==> config.mk <==
export PLATFORM = sky130hd
export DESIGN_NAME = spi_window_bridge
export DESIGN_NICKNAME = d
export VERILOG_FILES = /design/src/rtl/spi_window_bridge.sv
export SDC_FILE = /design/constraint.sdc
export NUM_CORES = 1
export LEC_CHECK = 0
export BUFFER_PORTS_ARGS = -buffer_cell sky130_fd_sc_hd__buf_2
export CAP_MARGIN = 40
export CORE_ASPECT_RATIO = 0.8
export CORE_MARGIN = 10
export CORE_UTILIZATION = 50
export DETAILED_ROUTE_END_ITERATION = 10
export GPL_TIMING_DRIVEN = 0
export PLACE_DENSITY = 0.7
export RECOVER_POWER = 25
export SKIP_LAST_GASP = 1
export SYNTH_ARGS = -nofsm -noshare
export SYNTH_HDL_FRONTEND = slang
export SYNTH_SLANG_ARGS = --single-unit
==> constraint.sdc <==
create_clock -name clk -period 2.9 [get_ports clk]
set_clock_uncertainty 0.05 [all_clocks]
set_input_delay 0 -clock clk [delete_from_list [all_inputs] [get_ports clk]]
set_output_delay 0 -clock clk [all_outputs]
set_load 0.01 [all_outputs]
==> src/rtl/spi_window_bridge.sv <==
module spi_window_bridge #(
  parameter int          DIV      = 2,
  parameter logic [15:0] REG_DATA = 16'hFEAB,
  parameter logic [15:0] REG_CMD  = 16'hFEAC,
  parameter logic [15:0] REG_CFG  = 16'hFEAD
) (
  input  logic       clk,
  input  logic       rst_n,
  input  logic [1:0] host_addr,
  input  logic       host_wr,
  input  logic [7:0] host_wdata,
  output logic [7:0] host_rdata,
  output logic       spi_sck,
  output logic       spi_mosi,
  input  logic       spi_miso,
  output logic       spi_cs_n
);

  localparam int CW = (DIV > 1) ? $clog2(DIV) : 1;
  localparam logic [CW-1:0] CNT_TOP = CW'(DIV - 1);

  logic [7:0]    hi_q, lo_q, cfg_q, data_q, cmd_q, tx_q, rx_q;
  logic [CW-1:0] cnt_q;
  logic [2:0]    bit_q;
  logic          busy_q, sck_q;

  wire [15:0] iaddr   = {hi_q, lo_q};
  wire        wr_data = host_wr && (host_addr == 2'd3);
  wire        wr_cfg  = wr_data && (iaddr == REG_CFG);
  wire        wr_cmd  = wr_data && (iaddr == REG_CMD);
  wire        launch  = wr_cmd && !busy_q;
  wire        tick    = busy_q && (cnt_q == CNT_TOP);
  wire        busy_rd = busy_q && cfg_q[0];

  assign spi_sck  = sck_q;
  assign spi_mosi = busy_q & tx_q[7];
  assign spi_cs_n = ~cfg_q[4];

  // host window registers
  always_ff @(posedge clk or negedge rst_n) begin
    if (!rst_n) begin
      hi_q  <= 8'h00;
      lo_q  <= 8'h00;
      cfg_q <= 8'h00;
      cmd_q <= 8'h00;
    end else begin
      if (host_wr && host_addr == 2'd1) hi_q <= host_wdata;
      if (host_wr && host_addr == 2'd2) lo_q <= host_wdata;
      if (wr_cfg) begin
        cfg_q[7:5] <= host_wdata[7:5];
        cfg_q[3:2] <= host_wdata[3:2];
        cfg_q[0]   <= host_wdata[0];
        cfg_q[1]   <= 1'b0;
        if (host_wdata[3]) cfg_q[4] <= host_wdata[4];
      end
      if (launch) cmd_q <= host_wdata;
    end
  end

  // mode-0 byte shifter
  always_ff @(posedge clk or negedge rst_n) begin
    if (!rst_n) begin
      busy_q <= 1'b0;
      sck_q  <= 1'b0;
      cnt_q  <= '0;
      bit_q  <= 3'd0;
      tx_q   <= 8'h00;
      rx_q   <= 8'h00;
      data_q <= 8'h00;
    end else if (launch) begin
      busy_q <= 1'b1;
      sck_q  <= 1'b0;
      cnt_q  <= '0;
      bit_q  <= 3'd0;
      tx_q   <= host_wdata;
    end else if (busy_q) begin
      if (!tick) begin
        cnt_q <= cnt_q + 1'b1;
      end else begin
        cnt_q <= '0;
        if (!sck_q) begin
          sck_q <= 1'b1;
          rx_q  <= {rx_q[6:0], spi_miso};
        end else begin
          sck_q <= 1'b0;
          if (bit_q == 3'd7) begin
            busy_q <= 1'b0;
            data_q <= rx_q;
          end else begin
            bit_q <= bit_q + 1'b1;
            tx_q  <= {tx_q[6:0], 1'b0};
          end
        end
      end
    end
  end

  // read mux
  always_comb begin
    host_rdata = 8'h00;
    case (host_addr)
      2'd1: host_rdata = hi_q;
      2'd2: host_rdata = lo_q;
      2'd3: begin
        if (iaddr == REG_DATA)     host_rdata = data_q;
        else if (iaddr == REG_CMD) host_rdata = cmd_q;
        else if (iaddr == REG_CFG) host_rdata = {cfg_q[7:2], busy_rd, cfg_q[0]};
      end
      default: host_rdata = 8'h00;
    endcase
  end

  p_sck_idle_r5: assert property (@(posedge clk) disable iff (!rst_n)
    !busy_q |-> !spi_sck);
  p_mosi_hold_r5: assert property (@(posedge clk) disable iff (!rst_n)
    (spi_sck && $past(spi_sck)) |-> $stable(spi_mosi));
  p_launch_msb_r5: assert property (@(posedge clk) disable iff (!rst_n)
    (wr_cmd && !busy_q) |=> (busy_q && spi_mosi == $past(host_wdata[7])));
  p_cs_gate_r3: assert property (@(posedge clk) disable iff (!rst_n)
    !(wr_cfg && host_wdata[3]) |=> $stable(spi_cs_n));
  p_busy_mask_r4: assert property (@(posedge clk) disable iff (!rst_n)
    (host_addr == 2'd3 && iaddr == REG_CFG && !cfg_q[0]) |-> !host_rdata[1]);
  p_unmapped_r2: assert property (@(posedge clk) disable iff (!rst_n)
    (host_addr == 2'd3 && iaddr != REG_DATA && iaddr != REG_CMD && iaddr != REG_CFG)
      |-> host_rdata == 8'h00);
  p_data_hold_r6: assert property (@(posedge clk) disable iff (!rst_n)
    !$fell(busy_q) |-> $stable(data_q));

endmodule

==> impl_metrics.tcl, run 1 <==
set metrics [dict create \
    cp.arrival_ns 2.21 \
    grt_pass1_wl_microns 11200 \
    leakage_nw 1.62 \
    switching_share_pct 26.2 \
    cp.required_ns 2.85 \
    worstMarginPinSlew_ns 1.40 \
    ctsLongestPathBuffers 2 \
    hold_ws_ns 0.141 \
    rr_startpoint "hi_q[0]" \
    worstHoldStart "host_addr[1]" \
    n_antenna_cell 0 \
    critical_path_buf_inv_count 3 \
    postRouteAntennaNets 0 \
    synthDistinctLibCells 35 \
    synth_ff_type "dfrtp_1" \
    yosysMostFrequentCell "dfrtp_1" \
    fp.dieW_microns 105 \
    cts_setup_buffers 0 \
    fin_crit_ns 2.26 \
    cp_top_family "buffers and inverters" \
    power.internal_w 0.00147 \
    wl_per_cell_microns 19.0 \
    die_h_microns 87.8 \
    r2r_setup_slack_ns 0.90 \
    syn2layout_area_growth_pct 18.9 \
    rsz0062_at_grt "false" \
    yosys_warnings 0 \
    cts_buffers 9 \
    ff2ff_path_depth 5 \
    synth_top_area_cell "dfrtp_1" \
    layout-drive-gt1-share_pct 33.1 \
    path_max_fanout 8 \
    antenna_found_initial 0 \
    crit_type "register to primary output" \
    cts_tree "built" \
    syn-cell-area_sq_um 2870 \
    dr.pass1.iters 4 \
    num_io_pins 25 \
    p_per_area_nw_per_um2 582 \
    first_iter_violations 173 \
    p_sw_w 0.000520 \
    max_freq_mhz 443 \
    synthArstFlopShare_pct 100 \
    grt_use_total_pct 15.7 \
    numPortBuffers 24 \
    clkSlewWorstSetupHoldPaths_ns 0.07 \
    initial_utilization_pct 52.2 \
    route.vias.total 2060 \
    synth_area_per_cell_sq_um 12.4 \
    synth_cells 232 \
    cts_root_buf "clkbuf_8" \
    cap_violations 0 \
    netlist_top_cells_area "dfrtp_1, mux2_2, a22oi_1" \
    p_comb_share_pct 11.6 \
    min_to "cmd_q[5]" \
    hold_depth 5 \
    nFillCells 445 \
    relSlewSlack_pct 6.64 \
    setup_violations 0 \
    worst_setup_path_start_kind "register" \
    place.gp.congestion 0.882 \
    synthTopCellsByCount "dfrtp_1, mux2_2, o21ai_0" \
    synth_seq_area_share_pct 53.2 \
    status "completed" \
    die_area_sq_um 9190 \
    totalWireLength_microns 6890 \
    grt_pass1_vias 2109 \
    crit_path_end_kind "primary output" \
    coreArea_sq_um 5500 \
    grt_max_degree 37 \
    clk_latency_ns 0.35 \
    rows 24 \
    nets 295 \
    finalPower_w 0.00199 \
    crit_chain "nor2b_1, buf_2, nor2b_1, clkbuf_1, a22oi_1, o21ai_0, buf_2" \
    cpPeakStageDelay_ns 0.50 \
    p_seq_share_pct 48.5 \
    grt-ovfl-total 0 \
    synthesis.nets 248 \
    htree_levels 3 \
    synth_top_cell_area_share_pct 53.2 \
    cp_slowest_cell "dfrtp_1" \
    drv_slew 0 \
    clockPowerShare_pct 39.9 \
    rr_endpoint "cmd_q[2]" \
    clkSinkCount 61 \
    hold_class "input port to register" \
    hpwl_microns 4850 \
    fin_crit_sh_pct 77.8 \
    finalSetupTns_ns 0 \
    routed_via_density 5.69 \
    finalHoldViolCount 0 \
    peakVddDrop_v 0.000388 \
    yosys_register_bits 61 \
    synth_edf_count 0 \
    drc 0 \
]
## power by group through the flow
stage                     logic, W  registers [W]  clock network (W)
after global placement    0.000213       0.000969                  0
after detailed placement  0.000219       0.000973                  0
after global routing      0.000250       0.000968           0.000837
after CTS                 0.000232       0.000960           0.000806
after floorplan           0.000143       0.000951                  0
final                     0.000230       0.000964           0.000792
## layout by cell type (no fill, tap or decap), types with 2 or more instances in the layout
| cell | n |
|---|---|
| clkbuf_2 | 2 |
| a22oi_1 | 16 |
| nor2_1 | 4 |
| a22o_1 | 6 |
| and2_1 | 2 |
| mux2_2 | 37 |
| buf_1 | 2 |
| clkbuf_8 | 12 |
| nand3_1 | 12 |
| inv_1 | 10 |
| o21ai_0 | 20 |
| dfrtp_1 | 61 |
| nand4b_4 | 3 |
| nand2_1 | 7 |
| o21ai_1 | 6 |
| o2bb2ai_1 | 2 |
| and2b_1 | 2 |
| buf_2 | 28 |
| clkbuf_1 | 5 |
| clkinv_2 | 3 |
| nor3_2 | 3 |
| nand4b_1 | 3 |
| mux2i_1 | 9 |
| ha_1 | 2 |
| dlygate4sd3_1 | 11 |
| nor2b_1 | 3 |
## flip-flops by register name, summed over array words and instances (netlist names)
name and count:
bit_q 3, spi_sck 1, cnt_q 1, hi_q 8, rx_q 8, busy_q 1, cfg_q 7, cmd_q 8
lo_q 8, data_q 8, tx_q 8
## worst reg2reg max path, delay by kind of cell, from the launching register on
family	cells	cell delay, ns
flops	1	0.41
buf+inv	1	0.23
simple gates	3	1.05
compound gates	1	0.13
## cells by family after synthesis
| family | share of synthesized area, % |
|---|---|
| flops | 53.2 |
| compound gates | 11.4 |
| mux | 18.1 |
| simple gates | 12.3 |
| buf+inv | 3.53 |
| xor+xnor | 0.611 |
| fa+ha+maj | 0.872 |
## per-stage QoR
step	util, %	setup WS, ns	instance area [sq um]	instances
after global routing	62.1	0.426	3410	362
after CTS	62.4	0.689	3430	362
after global placement	56.2	0.971	3090	334
after floorplan	-	1.09	2870	232
after detailed placement	56.5	0.940	3110	335
final	62.1	0.644	3410	362
## final cells by class
class / instances / area, sq um / share of cell area (%)
well taps: 78 / 97.6 / 2.86
multi-input cells: 148 / 1240 / 36.4
plain buffers: 13 / 63.8 / 1.87
clock buffers: 12 / 165 / 4.84
repair buffers: 36 / 234 / 6.86
clock inverters: 4 / 45.0 / 1.32
inverters: 10 / 37.5 / 1.10
flip-flops and latches: 61 / 1530 / 44.8
## how the worst max path moves through the flow
stage / start / endpoint / cells past startpoint
global placement: hi_q[0] / cfg_q[4] / 4
detailed placement: hi_q[0] / cfg_q[4] / 4
floorplan: hi_q[0] / cfg_q[4] / 4
finish: lo_q[2] / host_rdata[5] / 7
global route: rst_n / cmd_q[6] / 3
CTS: lo_q[2] / host_rdata[5] / 7
## routing by layer
layer / up-vias / GRT usage, % / share of wire (%)
met3: 16 / 4.11 / 7.0
li1: 953 / - / -
met4: 0 / 7.59 / 2.1
met2: 61 / 23.2 / 44
met1: 1030 / 21.1 / 47
met5: - / 0 / 0
## what timing repair did
item / in CTS / in global routing
setup endpoints to repair: 0 / 0
gates resized for setup: 0 / 0
hold buffers: 11 / 0
endpoints found under the hold margin: 64 / 0
No activity file was read; power rests on OpenSTA's default activity.
==> run 2: changes to the inputs <==
--- a/config.mk
+++ b/config.mk
@@ -5,6 +5,7 @@
 export SDC_FILE = /design/constraint.sdc
 export NUM_CORES = 1
 export LEC_CHECK = 0
+export ABC_AREA = 1
 export BUFFER_PORTS_ARGS = -buffer_cell sky130_fd_sc_hd__buf_2
 export CAP_MARGIN = 40
 export CORE_ASPECT_RATIO = 0.8
==> constraint.sdc (replaced) <==
create_clock -name clk -period 2.35 [get_ports clk]
set_clock_uncertainty 0.05 [all_clocks]
set_input_delay 0 -clock clk [delete_from_list [all_inputs] [get_ports clk]]
set_output_delay 0 -clock clk [all_outputs]
set_load 0.01 [all_outputs]
==> run 2 against run 1 <==
Effect of this change:
- clock power grew 15%
- flip-flop and latch count is the same
- synthesized cell count grew 68%
- non-clock buffer count shrank 3
- total power grew 15%
- via count grew 28%
- global-route usage grew 0.091 points
- combinational power shrank 5%
- core utilization shrank 1.0 points
- sequential share of layout area shrank 2.5 points
==> impl_metrics.tcl, run 2 <==
set metrics [dict create \
    status "completed" \
    min_to "lo_q[3]" \
    coreArea_sq_um 5910 \
    synthArstFlopShare_pct 100 \
    worstMarginPinSlew_ns 1.16 \
    place_ws_ns 0.669 \
    totalWireLength_microns 7170 \
    drv_slew 0 \
    synth_top_area_cell "dfrtp_1" \
    synth_ff_type "dfrtp_1" \
    dr.pass1.iters 4 \
    peakVddDrop_v 0.000386 \
    nets 453 \
    wl_per_cell_microns 13.7 \
    routed_via_density 5.06 \
    postCtsHoldBufs 10 \
    layout_common_cells "nand2_1, dfrtp_1, inv_1, nand3_1, o21ai_0" \
    cap_violations 0 \
    grt_max_degree 26 \
    grt-ovfl-total 0 \
    n_antenna_cell 0 \
    synthTopCellsByCount "nand2_1, dfrtp_1, inv_1" \
    yosys_warnings 0 \
    layout-drive-gt1-share_pct 14.9 \
    synthesis.nets 406 \
    clk_latency_ns 0.34 \
    cts_tree "built" \
    ctsLongestPathBuffers 2 \
    hold_depth 4 \
    hold_class "input port to register" \
    synth_edf_count 0 \
    design_area_sq_um 3610 \
    hold_ws_ns 0.0954 \
    fp.dieW_microns 107 \
    syn-cell-area_sq_um 3050 \
    max_freq_mhz 484 \
    cts_buffers 9 \
    synth_top_cell_area_share_pct 50.1 \
    setup_violations 0 \
    first_iter_violations 151 \
    finalHoldViolCount 0 \
    antenna_found_initial 0 \
    num_io_pins 25 \
    yosys_register_bits 61 \
    r2r_setup_slack_ns 0.68 \
    crit_type "register to primary output" \
    rows 25 \
    drc 0 \
    clkSinkCount 61 \
    postRouteAntennaNets 0 \
    grt_use_total_pct 15.8 \
    crit_path_end_kind "primary output" \
    place.gp.congestion 0.946 \
    synthDistinctLibCells 25 \
    hpwl_microns 5490 \
    fin_crit_ns 2.07 \
    cts_root_buf "clkbuf_8" \
    finalSetupTns_ns 0 \
    worstHoldStart "host_wr" \
    cts_setup_buffers 0 \
    yosysMostFrequentCell "nand2_1" \
    netlist_top_cells_area "dfrtp_1, nand2_1, inv_1" \
    grt_pass1_wl_microns 12400 \
    instances_no_fill 523 \
    relSlewSlack_pct 22.4 \
    die_h_microns 89.8 \
    placedInstanceArea_sq_um 3320 \
    rr_startpoint "bit_q[0]" \
    synth_seq_area_share_pct 50.1 \
    rsz0062_at_grt "false" \
    p_per_area_nw_per_um2 634 \
    ff2ff_path_depth 6 \
    final_common_cell "nand2_1" \
    cp.required_ns 2.30 \
    numPortBuffers 24 \
    syn2layout_area_growth_pct 18.3 \
    synth_area_per_cell_sq_um 7.82 \
    dp.cells 497 \
    leakage_nw 1.99 \
    fin_crit_sh_pct 88.0 \
    cts_resized 0 \
    postLayoutSetupSlackWorst_ns 0.282 \
    worst_setup_path_start_kind "register" \
    htree_levels 3 \
    cp.arrival_ns 2.02 \
    initial_utilization_pct 51.6 \
    route.vias.total 2645 \
    rr_endpoint "busy_q" \
    die_area_sq_um 9640 \
    path_max_fanout 9 \
    clkSlewWorstSetupHoldPaths_ns 0.07 \
    synth_cells 390 \
    grt_pass1_vias 2594 \
]
## run 2: power by group
group | switching (W) | internal, W
logic | 0.000130 | 0.0000877
registers | 0.0000541 | 0.00111
clock network | 0.000420 | 0.000487
total | 0.000605 | 0.00168
## run 2: area by class of cell
| cell class | count | area [sq um] |
|---|---|---|
| Buffer | 10 | 55.1 |
| Clock buffer | 10 | 128 |
| Clock inverter | 6 | 63.8 |
| Fill cell | 517 | 2300 |
| Inverter | 62 | 233 |
| Multi-Input combinational cell | 257 | 1230 |
| Sequential cell | 61 | 1530 |
| Tap cell | 81 | 101 |
| Timing Repair Buffer | 36 | 267 |
## run 2: worst max-delay path by stage
stage	start	to	slack (ns)	depth (start not counted)
4_1_cts	lo_q[7]	host_rdata[6]	0.29	9
5_1_grt	lo_q[1]	host_rdata[2]	0.08	9
3_5_place_dp	lo_q[7]	host_rdata[6]	0.67	9
2_1_floorplan	bit_q[0]	tx_q[1]	0.83	9
6_report	lo_q[7]	host_rdata[6]	0.28	9
3_3_place_gp	bit_q[0]	busy_q	0.68	6
## run 2: through the flow
stage,util (%),power (W)
floorplan,-,0.00128
global placement,55.3,0.00137
detailed placement,56.1,0.00139
CTS,61.1,0.00231
global route,61.0,0.00240
finish,61.0,0.00229
## run 2: worst max-delay path, cell delays in order (launching register included)
cell and delay (ns):
dfrtp_1 0.39, nand2_1 0.11, inv_1 0.08, nand2_2 0.07, nor2_2 0.30, nand2_1 0.25
nand3_1 0.19, nand3_1 0.08, nand2_1 0.07, buf_2 0.13
## run 2: layer usage
layer	vias up	GRT usage [%]	wire, microns
met2	69	21.5	2950
met5	-	0	0
li1	1318	-	-
met3	13	4.64	521
met1	1245	23.2	3590
met4	0	4.62	112
## run 2: logic make-up (layout without fill, tap and decap cells)
logic type	count (synthesis)	in the layout	synth area share [%]
DFF	61	61	50.1
adders and majority gates	2	2	0.821
and+or+nand+nor	208	208	30.4
muxes	6	6	2.22
AOI/OAI and AO/OA	41	41	7.10
buffers and inverters	72	124	9.44
